### src/rtl/fih_pkg.sv
package fih_pkg;
  localparam int LVL_W  = 7;
  localparam int INT_W  = 12;
  localparam int ADDR_W = 3;
  localparam int EVT_W  = 5;

  localparam logic [ADDR_W-1:0] IDX_CTRL   = 3'd0;
  localparam logic [ADDR_W-1:0] IDX_INTEN  = 3'd1;
  localparam logic [ADDR_W-1:0] IDX_INTST  = 3'd2;
  localparam logic [ADDR_W-1:0] IDX_QSTAT  = 3'd3;
  localparam logic [ADDR_W-1:0] IDX_TXDATA = 3'd4;
  localparam logic [ADDR_W-1:0] IDX_RXDATA = 3'd5;
  localparam logic [ADDR_W-1:0] IDX_TRAIL  = 3'd6;

  localparam logic [31:0] CTRL_MASK = 32'h007F_07F3;

  localparam int B_TX_LOW  = 0;
  localparam int B_RX_HIGH = 1;
  localparam int B_TX_UND  = 2;
  localparam int B_TX_OVF  = 3;
  localparam int B_RX_UND  = 4;
  localparam int B_RX_OVF  = 5;
  localparam int B_TRAIL   = 6;
  localparam int B_EVT0    = 7;

  typedef struct packed {
    logic txPush;
    logic txPop;
    logic txFlush;
    logic rxPush;
    logic rxPop;
    logic rxFlush;
  } fifo_strobe_t;
endpackage

### src/rtl/fih_byte_fifo.sv
module fih_byte_fifo #(
  parameter int DEPTH = 16,
  parameter int WIDTH = 8
) (
  input  logic                       clk,
  input  logic                       rstN,
  input  logic                       flush,
  input  logic                       push,
  input  logic                       pop,
  input  logic [WIDTH-1:0]           wdata,
  output logic [WIDTH-1:0]           head,
  output logic [$clog2(DEPTH):0]     level
);
  localparam int AW = $clog2(DEPTH);
  localparam int LW = AW + 1;

  logic [WIDTH-1:0] mem [DEPTH];
  logic [AW-1:0]    wrPtr, rdPtr;
  logic [LW-1:0]    count;

  always_ff @(posedge clk or negedge rstN) begin
    if (!rstN) begin
      wrPtr <= '0;
      rdPtr <= '0;
      count <= '0;
    end else if (flush) begin
      wrPtr <= '0;
      rdPtr <= '0;
      count <= '0;
    end else begin
      if (push) wrPtr <= wrPtr + 1'b1;
      if (pop)  rdPtr <= rdPtr + 1'b1;
      case ({push, pop})
        2'b10:   count <= count + 1'b1;
        2'b01:   count <= count - 1'b1;
        default: count <= count;
      endcase
    end
  end

  always_ff @(posedge clk) begin
    if (push && !flush) mem[wrPtr] <= wdata;
  end

  assign head  = (count == '0) ? '0 : mem[rdPtr];
  assign level = count;
endmodule

### src/rtl/fih_datapath.sv
module fih_datapath
  import fih_pkg::*;
#(
  parameter int DEPTH = 16
) (
  input  logic                   clk,
  input  logic                   rstN,
  input  fifo_strobe_t           stb,
  input  logic [7:0]             txWdata,
  input  logic [7:0]             rxWdata,
  output logic [7:0]             txHead,
  output logic [7:0]             rxHead,
  output logic [$clog2(DEPTH):0] txLevel,
  output logic [$clog2(DEPTH):0] rxLevel
);
  localparam int LW = $clog2(DEPTH) + 1;

  logic [1:0]    chPush, chPop, chFlush;
  logic [7:0]    chWdata [2];
  logic [7:0]    chHead  [2];
  logic [LW-1:0] chLevel [2];

  assign chPush  = {stb.rxPush,  stb.txPush};
  assign chPop   = {stb.rxPop,   stb.txPop};
  assign chFlush = {stb.rxFlush, stb.txFlush};
  assign chWdata[0] = txWdata;
  assign chWdata[1] = rxWdata;

  for (genvar ch = 0; ch < 2; ch++) begin : g_queue
    fih_byte_fifo #(.DEPTH(DEPTH), .WIDTH(8)) u_fifo (
      .clk   (clk),
      .rstN  (rstN),
      .flush (chFlush[ch]),
      .push  (chPush[ch]),
      .pop   (chPop[ch]),
      .wdata (chWdata[ch]),
      .head  (chHead[ch]),
      .level (chLevel[ch])
    );
  end

  assign txHead  = chHead[0];
  assign rxHead  = chHead[1];
  assign txLevel = chLevel[0];
  assign rxLevel = chLevel[1];
endmodule

### src/rtl/fih_ctrl.sv
module fih_ctrl
  import fih_pkg::*;
#(
  parameter int DEPTH = 16
) (
  input  logic                   clk,
  input  logic                   rstN,
  input  logic                   regWe,
  input  logic                   regRe,
  input  logic [ADDR_W-1:0]      regAddr,
  input  logic [31:0]            regWdata,
  output logic [31:0]            regRdata,
  input  logic [EVT_W-1:0]       engEvt,
  input  logic                   engTxPop,
  input  logic                   engRxPush,
  input  logic [$clog2(DEPTH):0] txLevel,
  input  logic [$clog2(DEPTH):0] rxLevel,
  input  logic [7:0]             rxHead,
  output fifo_strobe_t           stb,
  output logic [31:0]            ctrlQ,
  output logic [INT_W-1:0]       intStatus,
  output logic                   irq
);
  localparam int LW = $clog2(DEPTH) + 1;
  localparam logic [LW-1:0] FULL_LVL = LW'(DEPTH);

  logic [INT_W-1:0] intEnable;
  logic [3:0]       trailCnt;
  logic [4:0]       idleCnt, idleNext;
  logic [INT_W-1:0] setVec, clrVec;

  logic rxEn, txEn;
  logic [LVL_W-1:0] rxTrig, txTrig, txLvl7, rxLvl7;
  logic txFull, txEmpty, rxFull, rxEmpty;
  logic txPushReq, txPopReq, rxPushReq, rxPopReq;
  logic trailCond, trailFire;
  logic [31:0] qStatus;

  assign rxEn   = ctrlQ[0];
  assign txEn   = ctrlQ[1];
  assign rxTrig = ctrlQ[10:4];
  assign txTrig = ctrlQ[22:16];
  assign txLvl7 = LVL_W'(txLevel);
  assign rxLvl7 = LVL_W'(rxLevel);

  assign txFull  = (txLevel == FULL_LVL);
  assign txEmpty = (txLevel == '0);
  assign rxFull  = (rxLevel == FULL_LVL);
  assign rxEmpty = (rxLevel == '0);

  assign txPushReq = regWe && (regAddr == IDX_TXDATA) && txEn;
  assign rxPopReq  = regRe && (regAddr == IDX_RXDATA) && rxEn;
  assign txPopReq  = engTxPop && txEn;
  assign rxPushReq = engRxPush && rxEn;

  always_comb begin
    stb.txPush  = txPushReq && !txFull;
    stb.txPop   = txPopReq && !txEmpty;
    stb.txFlush = !txEn;
    stb.rxPush  = rxPushReq && !rxFull;
    stb.rxPop   = rxPopReq && !rxEmpty;
    stb.rxFlush = !rxEn;
  end

  // Trailing-data idle counter: runs while data waits below threshold.
  assign trailCond = rxEn && !rxEmpty && (rxLvl7 < rxTrig);
  assign trailFire = trailCond && !rxPushReq && (idleCnt == {1'b0, trailCnt});

  always_comb begin
    if (rxPushReq || !trailCond)            idleNext = '0;
    else if (idleCnt <= {1'b0, trailCnt})   idleNext = idleCnt + 5'd1;
    else                                    idleNext = idleCnt;
  end

  always_comb begin
    setVec = '0;
    setVec[B_TX_LOW]  = txEn && (txLvl7 <= txTrig);
    setVec[B_RX_HIGH] = rxEn && (rxLvl7 >= rxTrig);
    setVec[B_TX_UND]  = txPopReq && txEmpty;
    setVec[B_TX_OVF]  = txPushReq && txFull;
    setVec[B_RX_UND]  = rxPopReq && rxEmpty;
    setVec[B_RX_OVF]  = rxPushReq && rxFull;
    setVec[B_TRAIL]   = trailFire;
    setVec[B_EVT0 +: EVT_W] = engEvt;
  end

  assign clrVec = (regWe && regAddr == IDX_INTST) ? regWdata[INT_W-1:0] : '0;

  always_ff @(posedge clk or negedge rstN) begin
    if (!rstN) begin
      ctrlQ     <= '0;
      intEnable <= '0;
      intStatus <= '0;
      trailCnt  <= '0;
      idleCnt   <= '0;
    end else begin
      if (regWe && regAddr == IDX_CTRL)  ctrlQ     <= regWdata & CTRL_MASK;
      if (regWe && regAddr == IDX_INTEN) intEnable <= regWdata[INT_W-1:0];
      if (regWe && regAddr == IDX_TRAIL) trailCnt  <= regWdata[3:0];
      intStatus <= (intStatus & ~clrVec) | setVec;
      idleCnt   <= idleNext;
    end
  end

  assign qStatus = {7'd0, rxEmpty, rxFull, rxLvl7, 7'd0, txEmpty, txFull, txLvl7};

  always_comb begin
    case (regAddr)
      IDX_CTRL:   regRdata = ctrlQ;
      IDX_INTEN:  regRdata = {{(32-INT_W){1'b0}}, intEnable};
      IDX_INTST:  regRdata = {{(32-INT_W){1'b0}}, intStatus};
      IDX_QSTAT:  regRdata = qStatus;
      IDX_RXDATA: regRdata = {24'd0, rxEn ? rxHead : 8'd0};
      IDX_TRAIL:  regRdata = {28'd0, trailCnt};
      default:    regRdata = '0;
    endcase
  end

  assign irq = |(intStatus & intEnable);
endmodule

### src/rtl/fifo_irq_hub.sv
module fifo_irq_hub
  import fih_pkg::*;
#(
  parameter int DEPTH = 16
) (
  input  logic        clk,
  input  logic        rstN,
  input  logic        regWe,
  input  logic        regRe,
  input  logic [2:0]  regAddr,
  input  logic [31:0] regWdata,
  output logic [31:0] regRdata,
  input  logic        engTxPop,
  output logic [7:0]  engTxData,
  input  logic        engRxPush,
  input  logic [7:0]  engRxData,
  input  logic [4:0]  engEvt,
  output logic        irq
);
  localparam int LW = $clog2(DEPTH) + 1;

  fifo_strobe_t     stb;
  logic [LW-1:0]    txLevel, rxLevel;
  logic [7:0]       rxHead;
  logic [31:0]      ctrlQ;
  logic [INT_W-1:0] intStatus;

  fih_ctrl #(.DEPTH(DEPTH)) u_ctrl (
    .clk       (clk),
    .rstN      (rstN),
    .regWe     (regWe),
    .regRe     (regRe),
    .regAddr   (regAddr),
    .regWdata  (regWdata),
    .regRdata  (regRdata),
    .engEvt    (engEvt),
    .engTxPop  (engTxPop),
    .engRxPush (engRxPush),
    .txLevel   (txLevel),
    .rxLevel   (rxLevel),
    .rxHead    (rxHead),
    .stb       (stb),
    .ctrlQ     (ctrlQ),
    .intStatus (intStatus),
    .irq       (irq)
  );

  fih_datapath #(.DEPTH(DEPTH)) u_data (
    .clk     (clk),
    .rstN    (rstN),
    .stb     (stb),
    .txWdata (regWdata[7:0]),
    .rxWdata (engRxData),
    .txHead  (engTxData),
    .rxHead  (rxHead),
    .txLevel (txLevel),
    .rxLevel (rxLevel)
  );
endmodule

### config.mk
export PLATFORM = sky130hd
export DESIGN_NAME = fifo_irq_hub
export DESIGN_NICKNAME = d
export VERILOG_FILES = /design/src/rtl/fih_pkg.sv /design/src/rtl/fih_byte_fifo.sv /design/src/rtl/fih_datapath.sv /design/src/rtl/fih_ctrl.sv /design/src/rtl/fifo_irq_hub.sv
export SDC_FILE = /design/constraint.sdc
export NUM_CORES = 1
export LEC_CHECK = 0
export BUFFER_PORTS_ARGS = -buffer_cell sky130_fd_sc_hd__buf_2
export CORE_AREA = 5 5 176 178
export CTS_CLUSTER_SIZE = 20
export DETAILED_ROUTE_END_ITERATION = 6
export DIE_AREA = 0 0 181 183
export PLACE_DENSITY = 0.68
export SYNTH_ARGS = -nofsm -noshare
export SYNTH_HDL_FRONTEND = slang
export SYNTH_SLANG_ARGS = --single-unit
### constraint.sdc
create_clock -name clk -period 6.83 [get_ports clk]
set_input_delay 2.049 -clock clk [delete_from_list [all_inputs] [get_ports clk]]
set_output_delay 2.049 -clock clk [all_outputs]
set_load 0.03 [all_outputs]
==> qor.yml <==
slew_violations: 0
cp_cell_sequence: "buf_2 > nor2b_1 > a22oi_1 > o221ai_1 > buf_2"
clock_sinks: 331
area_delta_synth_final_pct: 12.1
num_vias: 8252
synth.avg_cell_area_um2: 15.7
io_pins: 95
fin_cells: 1418
worstPathMaxFanout: 24
hold_path_class: "reg -> reg"
fin_crit_ns: 5.88
grt_max_degree: 76
pre_cts_slack_ns: 0.942
vdd_drop_max_v: 0.000228
cts_hold_buf: 0
gp_congestion: 0.831
leakagePower_uw: 0.00583
finalInstanceArea_um2: 16400
hold_violations: 0
htreeDepth: 2
crit_top_cell: "buf_2"
grt_overflow: 0
status: "finished clean"
avgViaCountPerCell: 5.82
power_switching_uw: 1460
cts_repair_resize_count: 0
core_area_um2: 29200
layout_commonest_cell: "edfxtp_1"
cts_tree: "done"
track_usage_pct: 19.3
setup_viol_count_final: 0
dp_hpwl_mm: 20.8
synthArstFlopShare_pct: 22.7
power.internal_uw: 3720
final_layout_size_suffix_gt1_share_pct: 23.8
fin_ws_ns: 0.948
worstMarginPinSlew_ns: 1.04
wire_per_inst_um: 22.3
ant_nets: 0
crit_required_ns: 4.78
synth_edf_count: 256
netlist_instances: 936
criticalPathCategory: "in -> out"
hold_ws_ns: 0.513
dieArea_um2: 33100
crit_buf_inv: 2
place_area_um2: 15300
post_cts.repair.setup_buffers: 0
final_cell_mix: "256 x edfxtp_1, 76 x mux4_2, 73 x dfrtp_1"
die_y_um: 183
grt_pass1_wl_mm: 49.8
grt_pass1_vias: 8508
drc: 0
numCtsBuffers: 36
nets: 1083
cp-end-kind: "output pin"
pwr-share-clk_pct: 35.5
clock.fmax_mhz: 170
crit_family: "simple AND/OR/NAND/NOR gates"
seq_area_frac_synth_pct: 65.3
ys_warn_count: 0
die_w_um: 181
p_seq_share_pct: 46.7
syn_area_um2: 14600
antenna_cells: 0
netlist-cell-type-count: 65
power_frac_comb_pct: 17.8
drt-initial-drc-count: 785
cpMaxStageDelayCell: "nor2b_1"
p_per_area_nw_per_um2: 315
fin_tns_setup_ns: 0
synthFlopType: "edfxtp_1"
clock_skew_ns: 0.0197
clockBufferDepth: 3
swShare_pct: 28.2
finalCritPeriodShare_pct: 86.1
arrival_ns: 3.83
cts_root_buf: "clkbuf_16"
placed_cells: 1353
path_clk_slew_ns: 0.06
relSlewSlack_pct: 30.1
clk_latency_ns: 0.52
core.rowCount: 63
rsz0062_at_grt: "false"
ys_ff_latch: 331
antenna_found_initial: 0
initial_core_util_pct: 50.1
slowest_delay_ns: 0.69
drt_wl_total_mm: 31.6
startpoint_type: "input pin"
firstDrtPassIters: 5
numPortBuffers: 70
num-fill-cells: 2301
maxCapViolCount: 0
Yosys cell counts (all sizes together), types with 3 or more instances:
master    n  area share, %
o22ai     5           0.21
ha       28            2.4
nand3    17           0.58
inv      29           0.74
and2     39            1.7
nor2     51            1.3
nor3     10           0.34
o21ai    28           0.96
xor2      8           0.48
a22oi     9           0.46
xnor2     9           0.54
clkbuf   36           0.92
o221ai    4           0.24
edfxtp  256             52
a221oi    5           0.34
a21oi    32            1.1
dfrtp    75             13
nor4      3           0.17
buf      26            1.2
a31oi     4           0.17
nor2b     4           0.17
mux4     77             12
nand4     4           0.17
a21o      9           0.46
nand2    68            1.7
or3       4           0.17
and3      6           0.26
a22o      5           0.30
mux2     31            2.4
mux2i    13           0.89
and4      4           0.24
final timing paths:
| check | slack (ns) | start | endpoint | cells past startpoint |
|---|---|---|---|---|
| worst max-delay path | 0.95 | regAddr[0] | regRdata[2] | 5 |
| worst min-delay path | 0.51 | u_ctrl.intStatus[8] | u_ctrl.intStatus[8] | 1 |
| worst max register to register | 3.71 | u_data.g_queue[0].u_fifo.level[1] | u_data.g_queue[0].u_fifo.level[4] | 9 |
| worst min register to register | 0.51 | u_ctrl.intStatus[8] | u_ctrl.intStatus[8] | 1 |
| max in group asynchronous | 4.43 | rstN | u_data.g_queue[0].u_fifo.rdPtr[0] | 1 |
| min in group asynchronous | 1.66 | rstN | u_data.g_queue[0].u_fifo.level[4] | 1 |
through the flow:
stage / util (%) / total power [µW]
detailed placement: 52.4 / 3390
finish: 56.2 / 5170
global route: 56.2 / 5420
CTS: 56.2 / 5220
global placement: 52.4 / 3370
floorplan: - / 3100
power groups by stage:
stage / logic (µW) / registers [µW] / clock network, µW
2_1_floorplan: 740 / 2360 / 0
4_1_cts: 933 / 2420 / 1870
3_3_place_gp: 914 / 2460 / 0
3_5_place_dp: 928 / 2460 / 0
5_1_grt: 1010 / 2440 / 1960
6_report: 923 / 2420 / 1830
cell type report:
cell class              instances  area, µm²  share of cell area, %
flip-flops and latches        331       9570                   58.3
clock buffers                  46        938                   5.71
well taps                     390        488                   2.97
clock inverters                19        174                   1.06
repair buffers                 79        420                   2.56
inverters                      29        109                  0.663
multi-input cells             524       4730                   28.8
layer usage:
layer	vias up	share of wire (%)	GRT usage, %
li1	3732	-	-
met1	4172	44	28.1
met2	306	48	30.9
met3	42	5.8	3.15
met4	0	2.0	4.98
met5	-	0	0
cell families after synthesis:
| group | after synthesis | synth area share (%) |
|---|---|---|
| buf+inv | 91 | 2.84 |
| xor+xnor | 17 | 1.02 |
| compound gates | 126 | 5.80 |
| simple gates | 221 | 7.50 |
| mux | 121 | 15.1 |
| fa+ha+maj | 28 | 2.39 |
| flops | 331 | 65.3 |
| other cells | 1 | 0.0256 |
flip-flops by register name, indices dropped and copies added, names as in the netlist:
signal,cells
u_ctrl.ctrlQ,16
u_data.g_queue.u_fifo.wrPtr,8
u_ctrl.intEnable,12
u_ctrl.trailCnt,4
u_data.g_queue.u_fifo.mem,256
u_ctrl.intStatus,12
u_ctrl.idleCnt,5
u_data.g_queue.u_fifo.level,10
u_data.g_queue.u_fifo.rdPtr,8
Note: power is estimated with default switching activity, not from simulation.
